File: src/rtl/wmq_pkg.sv
package wmq_pkg;

   // register select codes on the register port
   localparam logic [1:0] REG_CFG   = 2'd0;
   localparam logic [1:0] REG_STAT  = 2'd1;
   localparam logic [1:0] REG_IRQC  = 2'd2;
   localparam logic [1:0] REG_IRQS  = 2'd3;

   // level flags, bit 0 = empty ... bit 3 = full
   typedef struct packed {
      logic full;
      logic nfull;
      logic nempty;
      logic empty;
   } lvl_t;

   typedef enum logic [2:0] {
      SRC_EMPTY_RD     = 3'd0,
      SRC_NEMPTY_RD    = 3'd1,
      SRC_NFULL_WR     = 3'd2,
      SRC_FULL_WR      = 3'd3,
      SRC_NOTEMPTY_WR  = 3'd4,
      SRC_NOTNEMPTY_WR = 3'd5,
      SRC_NOTNFULL_RD  = 3'd6,
      SRC_NOTFULL_RD   = 3'd7
   } irq_src_e;

   // condition of one source given the level and the previous access kind
   function automatic logic src_holds(irq_src_e s, lvl_t l, logic was_rd, logic was_wr);
      case (s)
         SRC_EMPTY_RD:     return was_rd &  l.empty;
         SRC_NEMPTY_RD:    return was_rd &  l.nempty;
         SRC_NFULL_WR:     return was_wr &  l.nfull;
         SRC_FULL_WR:      return was_wr &  l.full;
         SRC_NOTEMPTY_WR:  return was_wr & ~l.empty;
         SRC_NOTNEMPTY_WR: return was_wr & ~l.nempty;
         SRC_NOTNFULL_RD:  return was_rd & ~l.nfull;
         default:          return was_rd & ~l.full;
      endcase
   endfunction

endpackage

File: src/rtl/wmq_store.sv
module wmq_store #(
   parameter int DATA_W = 32,
   parameter int DEPTH  = 128,
   parameter int PTR_W  = $clog2(DEPTH),
   parameter int CNT_W  = PTR_W + 1
) (
   input  logic              clk,
   input  logic              rst_n,
   input  logic              clr,
   input  logic [CNT_W-1:0]  size_words,
   input  logic              push_do,
   input  logic              pop_do,
   input  logic [DATA_W-1:0] push_data,
   output logic [DATA_W-1:0] head_data,
   output logic [PTR_W-1:0]  wr_ptr,
   output logic [PTR_W-1:0]  rd_ptr,
   output logic [CNT_W-1:0]  count
);

   logic [DATA_W-1:0] mem [DEPTH];

   function automatic logic [PTR_W-1:0] step_ptr(logic [PTR_W-1:0] p, logic [CNT_W-1:0] lim);
      logic [CNT_W-1:0] nx;
      nx = {1'b0, p} + CNT_W'(1);
      return (nx >= lim) ? '0 : nx[PTR_W-1:0];
   endfunction

   always_ff @(posedge clk) begin
      if (push_do) mem[wr_ptr] <= push_data;
   end

   assign head_data = mem[rd_ptr];

   always_ff @(posedge clk) begin
      if (!rst_n || clr) begin
         wr_ptr <= '0;
         rd_ptr <= '0;
         count  <= '0;
      end else begin
         if (push_do) wr_ptr <= step_ptr(wr_ptr, size_words);
         if (pop_do)  rd_ptr <= step_ptr(rd_ptr, size_words);
         case ({push_do, pop_do})
            2'b10:   count <= count + CNT_W'(1);
            2'b01:   count <= count - CNT_W'(1);
            default: count <= count;
         endcase
      end
   end

endmodule

File: src/rtl/wmq_level.sv
module wmq_level
   import wmq_pkg::*;
#(
   parameter int CNT_W = 8
) (
   input  logic [CNT_W-1:0] count,
   input  logic [CNT_W-1:0] size_words,
   input  logic [2:0]       ne_code,
   input  logic [2:0]       nf_code,
   output lvl_t             lvl
);

   logic [CNT_W-1:0] ne_lim;
   logic [CNT_W-1:0] nf_lim;
   logic [CNT_W-1:0] free_words;

   // 2^code - 1, saturating to all ones when wider than the counter
   always_comb begin
      ne_lim     = CNT_W'((32'd1 << ne_code) - 32'd1);
      nf_lim     = CNT_W'((32'd1 << nf_code) - 32'd1);
      free_words = size_words - count;
      lvl.empty  = (count == '0);
      lvl.nempty = (count <= ne_lim);
      lvl.nfull  = (free_words <= nf_lim);
      lvl.full   = (count == size_words);
   end

endmodule

File: src/rtl/wmq_irq.sv
module wmq_irq
   import wmq_pkg::*;
(
   input  logic     clk,
   input  logic     rst_n,
   input  lvl_t     lvl,
   input  logic     last_rd,
   input  logic     last_wr,
   input  irq_src_e sel,
   input  logic     en,
   input  logic     clr_w1c,
   output logic     irq_stat,
   output logic     irq
);

   logic [7:0] hit;

   for (genvar k = 0; k < 8; k++) begin : g_src
      assign hit[k] = (sel == irq_src_e'(k)) &&
                      src_holds(irq_src_e'(k), lvl, last_rd, last_wr);
   end

   always_ff @(posedge clk) begin
      if (!rst_n)        irq_stat <= 1'b1;
      else if (|hit)     irq_stat <= 1'b1;
      else if (clr_w1c)  irq_stat <= 1'b0;
   end

   assign irq = irq_stat & en;

endmodule

File: src/rtl/wmq_ctrl.sv
module wmq_ctrl
   import wmq_pkg::*;
#(
   parameter int DATA_W    = 32,
   parameter int MIN_WORDS = 16
) (
   input  logic              clk,
   input  logic              rst_n,
   input  logic              push_valid,
   input  logic [DATA_W-1:0] push_data,
   input  logic              pop_req,
   output logic              pop_valid,
   output logic [DATA_W-1:0] pop_data,
   input  logic              reg_wr,
   input  logic [1:0]        reg_addr,
   input  logic [31:0]       reg_wdata,
   output logic [31:0]       reg_rdata,
   output logic              irq
);

   localparam int DEPTH = MIN_WORDS << 3;
   localparam int PTR_W = $clog2(DEPTH);
   localparam int CNT_W = PTR_W + 1;

   if (DATA_W < 1) begin : g_bad_width
      $error("wmq_ctrl: DATA_W must be positive");
   end
   if (MIN_WORDS < 2 || (MIN_WORDS & (MIN_WORDS - 1)) != 0) begin : g_bad_min
      $error("wmq_ctrl: MIN_WORDS must be a power of two of at least 2");
   end
   if (DEPTH > 128) begin : g_bad_depth
      $error("wmq_ctrl: largest buffer must fit the 7-bit pointer fields");
   end

   logic [1:0]       cfg_es;
   logic [1:0]       cfg_bs;
   logic [2:0]       cfg_ne;
   logic [2:0]       cfg_nf;
   irq_src_e         irq_sel;
   logic             irq_en;
   logic             uf;
   logic             of;
   logic             last_rd;
   logic             last_wr;
   logic             irq_stat;
   logic             cfg_wr;
   logic             irq_clr;
   logic             push_do;
   logic             pop_do;
   logic [CNT_W-1:0] size_words;
   logic [CNT_W-1:0] count;
   logic [PTR_W-1:0] wr_ptr;
   logic [PTR_W-1:0] rd_ptr;
   logic [DATA_W-1:0] head_data;
   lvl_t             lvl;
   logic             unused_wbits;

   assign cfg_wr     = reg_wr && (reg_addr == REG_CFG);
   assign irq_clr    = reg_wr && (reg_addr == REG_IRQS) && reg_wdata[0];
   assign size_words = CNT_W'(MIN_WORDS) << cfg_bs;
   assign push_do    = push_valid & ~lvl.full  & ~cfg_wr;
   assign pop_do     = pop_req    & ~lvl.empty & ~cfg_wr;
   assign unused_wbits = ^{reg_wdata[21:4], reg_wdata[31:30]} ^ reg_wdata[29];

   wmq_store #(
      .DATA_W (DATA_W),
      .DEPTH  (DEPTH),
      .PTR_W  (PTR_W),
      .CNT_W  (CNT_W)
   ) u_store (
      .clk        (clk),
      .rst_n      (rst_n),
      .clr        (cfg_wr),
      .size_words (size_words),
      .push_do    (push_do),
      .pop_do     (pop_do),
      .push_data  (push_data),
      .head_data  (head_data),
      .wr_ptr     (wr_ptr),
      .rd_ptr     (rd_ptr),
      .count      (count)
   );

   wmq_level #(.CNT_W(CNT_W)) u_level (
      .count      (count),
      .size_words (size_words),
      .ne_code    (cfg_ne),
      .nf_code    (cfg_nf),
      .lvl        (lvl)
   );

   wmq_irq u_irq (
      .clk      (clk),
      .rst_n    (rst_n),
      .lvl      (lvl),
      .last_rd  (last_rd),
      .last_wr  (last_wr),
      .sel      (irq_sel),
      .en       (irq_en),
      .clr_w1c  (irq_clr),
      .irq_stat (irq_stat),
      .irq      (irq)
   );

   always_ff @(posedge clk) begin
      if (!rst_n) begin
         cfg_es    <= '0;
         cfg_bs    <= '0;
         cfg_ne    <= '0;
         cfg_nf    <= '0;
         irq_sel   <= SRC_EMPTY_RD;
         irq_en    <= 1'b0;
         uf        <= 1'b0;
         of        <= 1'b0;
         last_rd   <= 1'b0;
         last_wr   <= 1'b0;
         pop_valid <= 1'b0;
         pop_data  <= '0;
      end else begin
         last_rd   <= pop_req    & ~cfg_wr;
         last_wr   <= push_valid & ~cfg_wr;
         pop_valid <= pop_req    & ~cfg_wr;
         if (pop_req && !cfg_wr) pop_data <= pop_do ? head_data : '0;
         if (cfg_wr) begin
            cfg_es <= reg_wdata[23:22];
            cfg_bs <= reg_wdata[25:24];
            cfg_ne <= reg_wdata[28:26];
            cfg_nf <= reg_wdata[31:29];
            uf     <= 1'b0;
            of     <= 1'b0;
         end else begin
            if (pop_req && lvl.empty)   uf <= 1'b1;
            if (push_valid && lvl.full) of <= 1'b1;
         end
         if (reg_wr && reg_addr == REG_IRQC) begin
            irq_sel <= irq_src_e'(reg_wdata[2:0]);
            irq_en  <= reg_wdata[3];
         end
      end
   end

   always_comb begin
      case (reg_addr)
         REG_CFG:  reg_rdata = {cfg_nf, cfg_ne, cfg_bs, cfg_es, 8'h00,
                                7'(rd_ptr), 7'(wr_ptr)};
         REG_STAT: reg_rdata = {26'd0, of, uf, lvl};
         REG_IRQC: reg_rdata = {28'd0, irq_en, irq_sel};
         default:  reg_rdata = {31'd0, irq_stat};
      endcase
   end

endmodule

File: config.mk
export PLATFORM = sky130hd
export DESIGN_NAME = wmq_ctrl
export DESIGN_NICKNAME = d
export VERILOG_FILES = /design/src/rtl/wmq_pkg.sv /design/src/rtl/wmq_store.sv /design/src/rtl/wmq_level.sv /design/src/rtl/wmq_irq.sv /design/src/rtl/wmq_ctrl.sv
export SDC_FILE = /design/constraint.sdc
export NUM_CORES = 2
export LEC_CHECK = 0
export ABC_CLOCK_PERIOD_IN_PS = 7100
export BUFFER_PORTS_ARGS = -buffer_cell sky130_fd_sc_hd__buf_2
export CORE_ASPECT_RATIO = 0.9
export CORE_MARGIN = 2
export CORE_UTILIZATION = 55
export DETAILED_ROUTE_END_ITERATION = 10
export PLACE_DENSITY = 0.69
export SLEW_MARGIN = 25
export SYNTH_ARGS = -nofsm -noshare
export SYNTH_HDL_FRONTEND = slang
export SYNTH_SLANG_ARGS = --single-unit
File: constraint.sdc
create_clock -name clk -period 7.1 [get_ports clk]
set_clock_uncertainty 0.05 [all_clocks]
set_input_delay 1.42 -clock clk [delete_from_list [all_inputs] [get_ports clk]]
set_output_delay 1.42 -clock clk [all_outputs]
set_load 0.02 [all_outputs]
==> results.sh <==
export IMPL_place_gp_congestion=0.885
export IMPL_finalMaxSlewViolations=0
export IMPL_synth_edf_count=4096
export IMPL_drt_total_wl_um=419000
export IMPL_top_layer_used="met5"
export IMPL_fin_tns_setup_ns=0
export IMPL_worst_hold_slack_ns=0.422
export IMPL_drive_above_1_share_pct=23.2
export IMPL_h_tree_depth=5
export IMPL_ys_warn_count=0
export IMPL_floorplan_initialDensity_pct=55.2
export IMPL_grt_pass1_wl_um=589000
export IMPL_relSlewSlack_pct=20.8
export IMPL_wl_met3_um=45300
export IMPL_crit_slowest_cell="dfxtp_1"
export IMPL_synth_flop_cell="edfxtp_1"
export IMPL_total_leakage_power_nw=55.3
export IMPL_dr_wl_met2_um=196000
export IMPL_ys_top_cells_by_area="edfxtp_1 76%, mux4_2 11%, mux2i_1 4.5%"
export IMPL_synth_area_mm2=0.161
export IMPL_ios=137
export IMPL_critPathKind="flop to output pin"
export IMPL_ctsHoldBuffers=0
export IMPL_outcome="completed"
export IMPL_avgSynthCellArea_um2=21.2
export IMPL_core_area_mm2=0.291
export IMPL_fillerInstances=19666
export IMPL_place_hpwl_um=242000
export IMPL_synth_seq_area_share_pct=77.5
export IMPL_grt_max_degree=119
export IMPL_worstPathCellList="or2_2 -> inv_1 -> ha_1 -> a41oi_1 -> maj3_1 -> inv_1 -> a21oi_1 -> xnor2_1 -> ha_1 -> nand2_1 -> o21ai_0 -> mux2i_1 -> a21o_1 -> mux2i_1 -> o21ai_0 -> buf_2"
export IMPL_remaining_drc_errors=0
export IMPL_final_net_count=8057
export IMPL_synth_async_reset_ratio_pct=0
export IMPL_synth_compound_area_share_pct=3.66
export IMPL_critPathRequiredTime_ns=5.63
export IMPL_final_antenna_net_count=0
export IMPL_insertion_delay_ns=0.92
export IMPL_die_h_um=517
export IMPL_syn_to_final_growth_pct=12.4
export IMPL_antenna_found_initial=28
export IMPL_clockBufferDepth=4
export IMPL_vias=80311
export IMPL_cp_end_kind="output pin"
export IMPL_firstDrtPassIters=6
export IMPL_worst_pin_slew_ns=1.18
export IMPL_grt_usage_pct=28.0
export IMPL_die_w_um=574
export IMPL_synth_seq_cells=4176
export IMPL_synthCells=7577
export IMPL_routedWlPerCell_um=34.4
export IMPL_cts_buffers_inserted=400
export IMPL_dieArea_mm2=0.297
export IMPL_power_density_mw_per_mm2=298
export IMPL_drv_cap=0
export IMPL_crit_arrival_ns=4.29
export IMPL_grt_pass1_vias=78646
export IMPL_cts_resized=0
export IMPL_ff_latch_area_mm2=0.125
export IMPL_rsz0062_at_grt="no"
export IMPL_drt_initial_drc_count=11637
export IMPL_synth_top_family_by_area="multiplexers"
export IMPL_multi_input_area_mm2=0.0350
export IMPL_drt_met1_wl_um=159000
export IMPL_synthSimpleGateAreaFrac_pct=1.60
export IMPL_placed_cell_area_mm2=0.168
export IMPL_synthMuxAreaShare_pct=15.3
export IMPL_max_freq_ghz=0.174
export IMPL_finalCritPeriodShare_pct=81.1
export IMPL_cts_tree="done"
export IMPL_globalRouteOverflowTotal=0
export IMPL_path_clk_slew_ns=0.06
export IMPL_cts_sinks=4176
export IMPL_post_cts_buffers=0
export IMPL_period_needed_ns=5.76
export IMPL_finalHoldViolations=0
export IMPL_synthXorXnorAreaFrac_pct=0.169
export IMPL_synth_top_area_share_pct=76.5
export IMPL_io_buffer_count=110
export IMPL_vias_per_cell=6.60
export IMPL_crit_fanout=7
export IMPL_final_cell_area_mm2=0.181
export IMPL_yosysUniqueCellTypes=64
export IMPL_ir_drop_uv=269
export IMPL_cp_start_kind="flop"
export IMPL_synthAdderAreaFrac_pct=0.319
export IMPL_setup_viol=0
export IMPL_cp_slowest_stage_delay_ns=0.38
export IMPL_rows=188
export IMPL_synth_top_cell_by_area="edfxtp_1"
export IMPL_hold_class="flop to flop"
export IMPL_cts_root_buffer="clkbuf_16"
cell type report:
cell class | instances | area share [%]
Antenna cell | 10 | 0.0138
Inverter | 17 | 0.0395
Sequential cell | 4176 | 69.0
Timing Repair Buffer | 408 | 1.86
Clock inverter | 231 | 1.24
Multi-Input combinational cell | 2945 | 19.3
Tap cell | 3895 | 2.70
Clock buffer | 492 | 5.85
final timing paths:
path | startpoint | end | slack (ns) | cells past startpoint
max | cfg_bs[1] | reg_rdata[2] | 1.34 | 16
min | last_wr | u_irq.irq_stat | 0.42 | 1
max reg2reg | cfg_bs[0] | u_store.mem[14][18] | 2.22 | 11
min reg2reg | last_wr | u_irq.irq_stat | 0.42 | 1
synth_stat cells, drive strengths merged, types with 2 or more instances:
master	n
a211o	20
buf	287
o2111ai	19
nor3	13
nand3b	2
a22oi	274
nand2b	8
a32o	5
inv	17
clkbuf	160
a21o	3
a21boi	14
or3	3
conb	2
o21a	3
nor2b	48
dfxtp	80
a211oi	97
nand4b	3
a221oi	112
mux2i	718
xor2	16
edfxtp	4096
a21oi	116
or2	4
and3	3
nor3b	4
nand3	86
nand2	116
o22ai	13
nor2	182
mux4	773
ha	37
a32oi	14
xnor2	15
nand4	41
maj3	3
and2	22
nor4	2
o21ai	121
o221ai	13
power by group:
group	switching, mW	internal [mW]
registers	0.195	27.2
clock network	8.99	12.1
logic	3.31	2.12
registers in the layout, summed over array words and instances, names as in the netlist, named ones only:
register        flops
u_store.count       8
cfg_nf              3
last_wr             1
irq_sel             3
last_rd             1
cfg_es              2
cfg_ne              3
u_store.wr_ptr      7
irq_en              1
u_store.mem      4096
u_irq.irq_stat      1
uf                  1
pop_data           32
u_store.rd_ptr      7
cfg_bs              2
of                  1
per-stage QoR:
| stage | total power, mW | std cells | setup slack [ns] | util [%] |
|---|---|---|---|---|
| 2_1_floorplan | 31.4 | 7585 | 2.55 | - |
| 3_3_place_gp | 33.3 | 11436 | 1.56 | 57.6 |
| 3_5_place_dp | 33.4 | 11439 | 1.45 | 57.6 |
| 4_1_cts | 54.1 | 12162 | 1.32 | 62.0 |
| 5_1_grt | 55.3 | 12165 | 1.12 | 62.0 |
| 6_report | 53.9 | 12174 | 1.34 | 62.1 |
cell families after synthesis:
kind of cell,Yosys count
flops,4176
buf+inv,464
compound gates,833
fa+ha+maj,41
simple gates,539
other cells,2
mux,1491
xor+xnor,31
placed cells by master (no fill, tap or decap), types with 19 or more instances in the layout:
cell and instances:
edfxtp_1 4096, mux4_2 773, mux2i_1 718, clkbuf_16 407, buf_4 290, a22oi_1 274
nor2_4 128, a21oi_1 116, nand2_1 113, a221oi_1 112, o21ai_0 90, a211oi_1 90
nand3_1 84, clkinv_1 84, buf_2 78, clkbuf_1 76, dfxtp_1 75, clkinv_2 72
nor2_1 48, nor2b_1 43, nand4_1 41, bufinv_16 41, ha_1 37, buf_12 34
o21ai_1 30, and2_1 20, a211o_1 20, o2111ai_1 19
metal layers:
layer / vias up / global-route usage, %
met4: 18 / 10.6
met5: - / 0
met1: 42401 / 39.1
met2: 4556 / 43.5
met3: 739 / 6.57
li1: 32597 / -
worst max-delay path: cells and delay by family, from the launching register on:
kind                     cells  cell delay, ns
AO/OA/AOI/OAI                5            1.06
adder cells (fa/ha/maj)      3            0.82
AND/OR/NAND/NOR              2            0.41
flip-flops                   1            0.38
buffers and inverters        3            0.29
multiplexers                 2            0.29
XOR/XNOR                     1            0.10
Power figures use the tool's default switching activity.
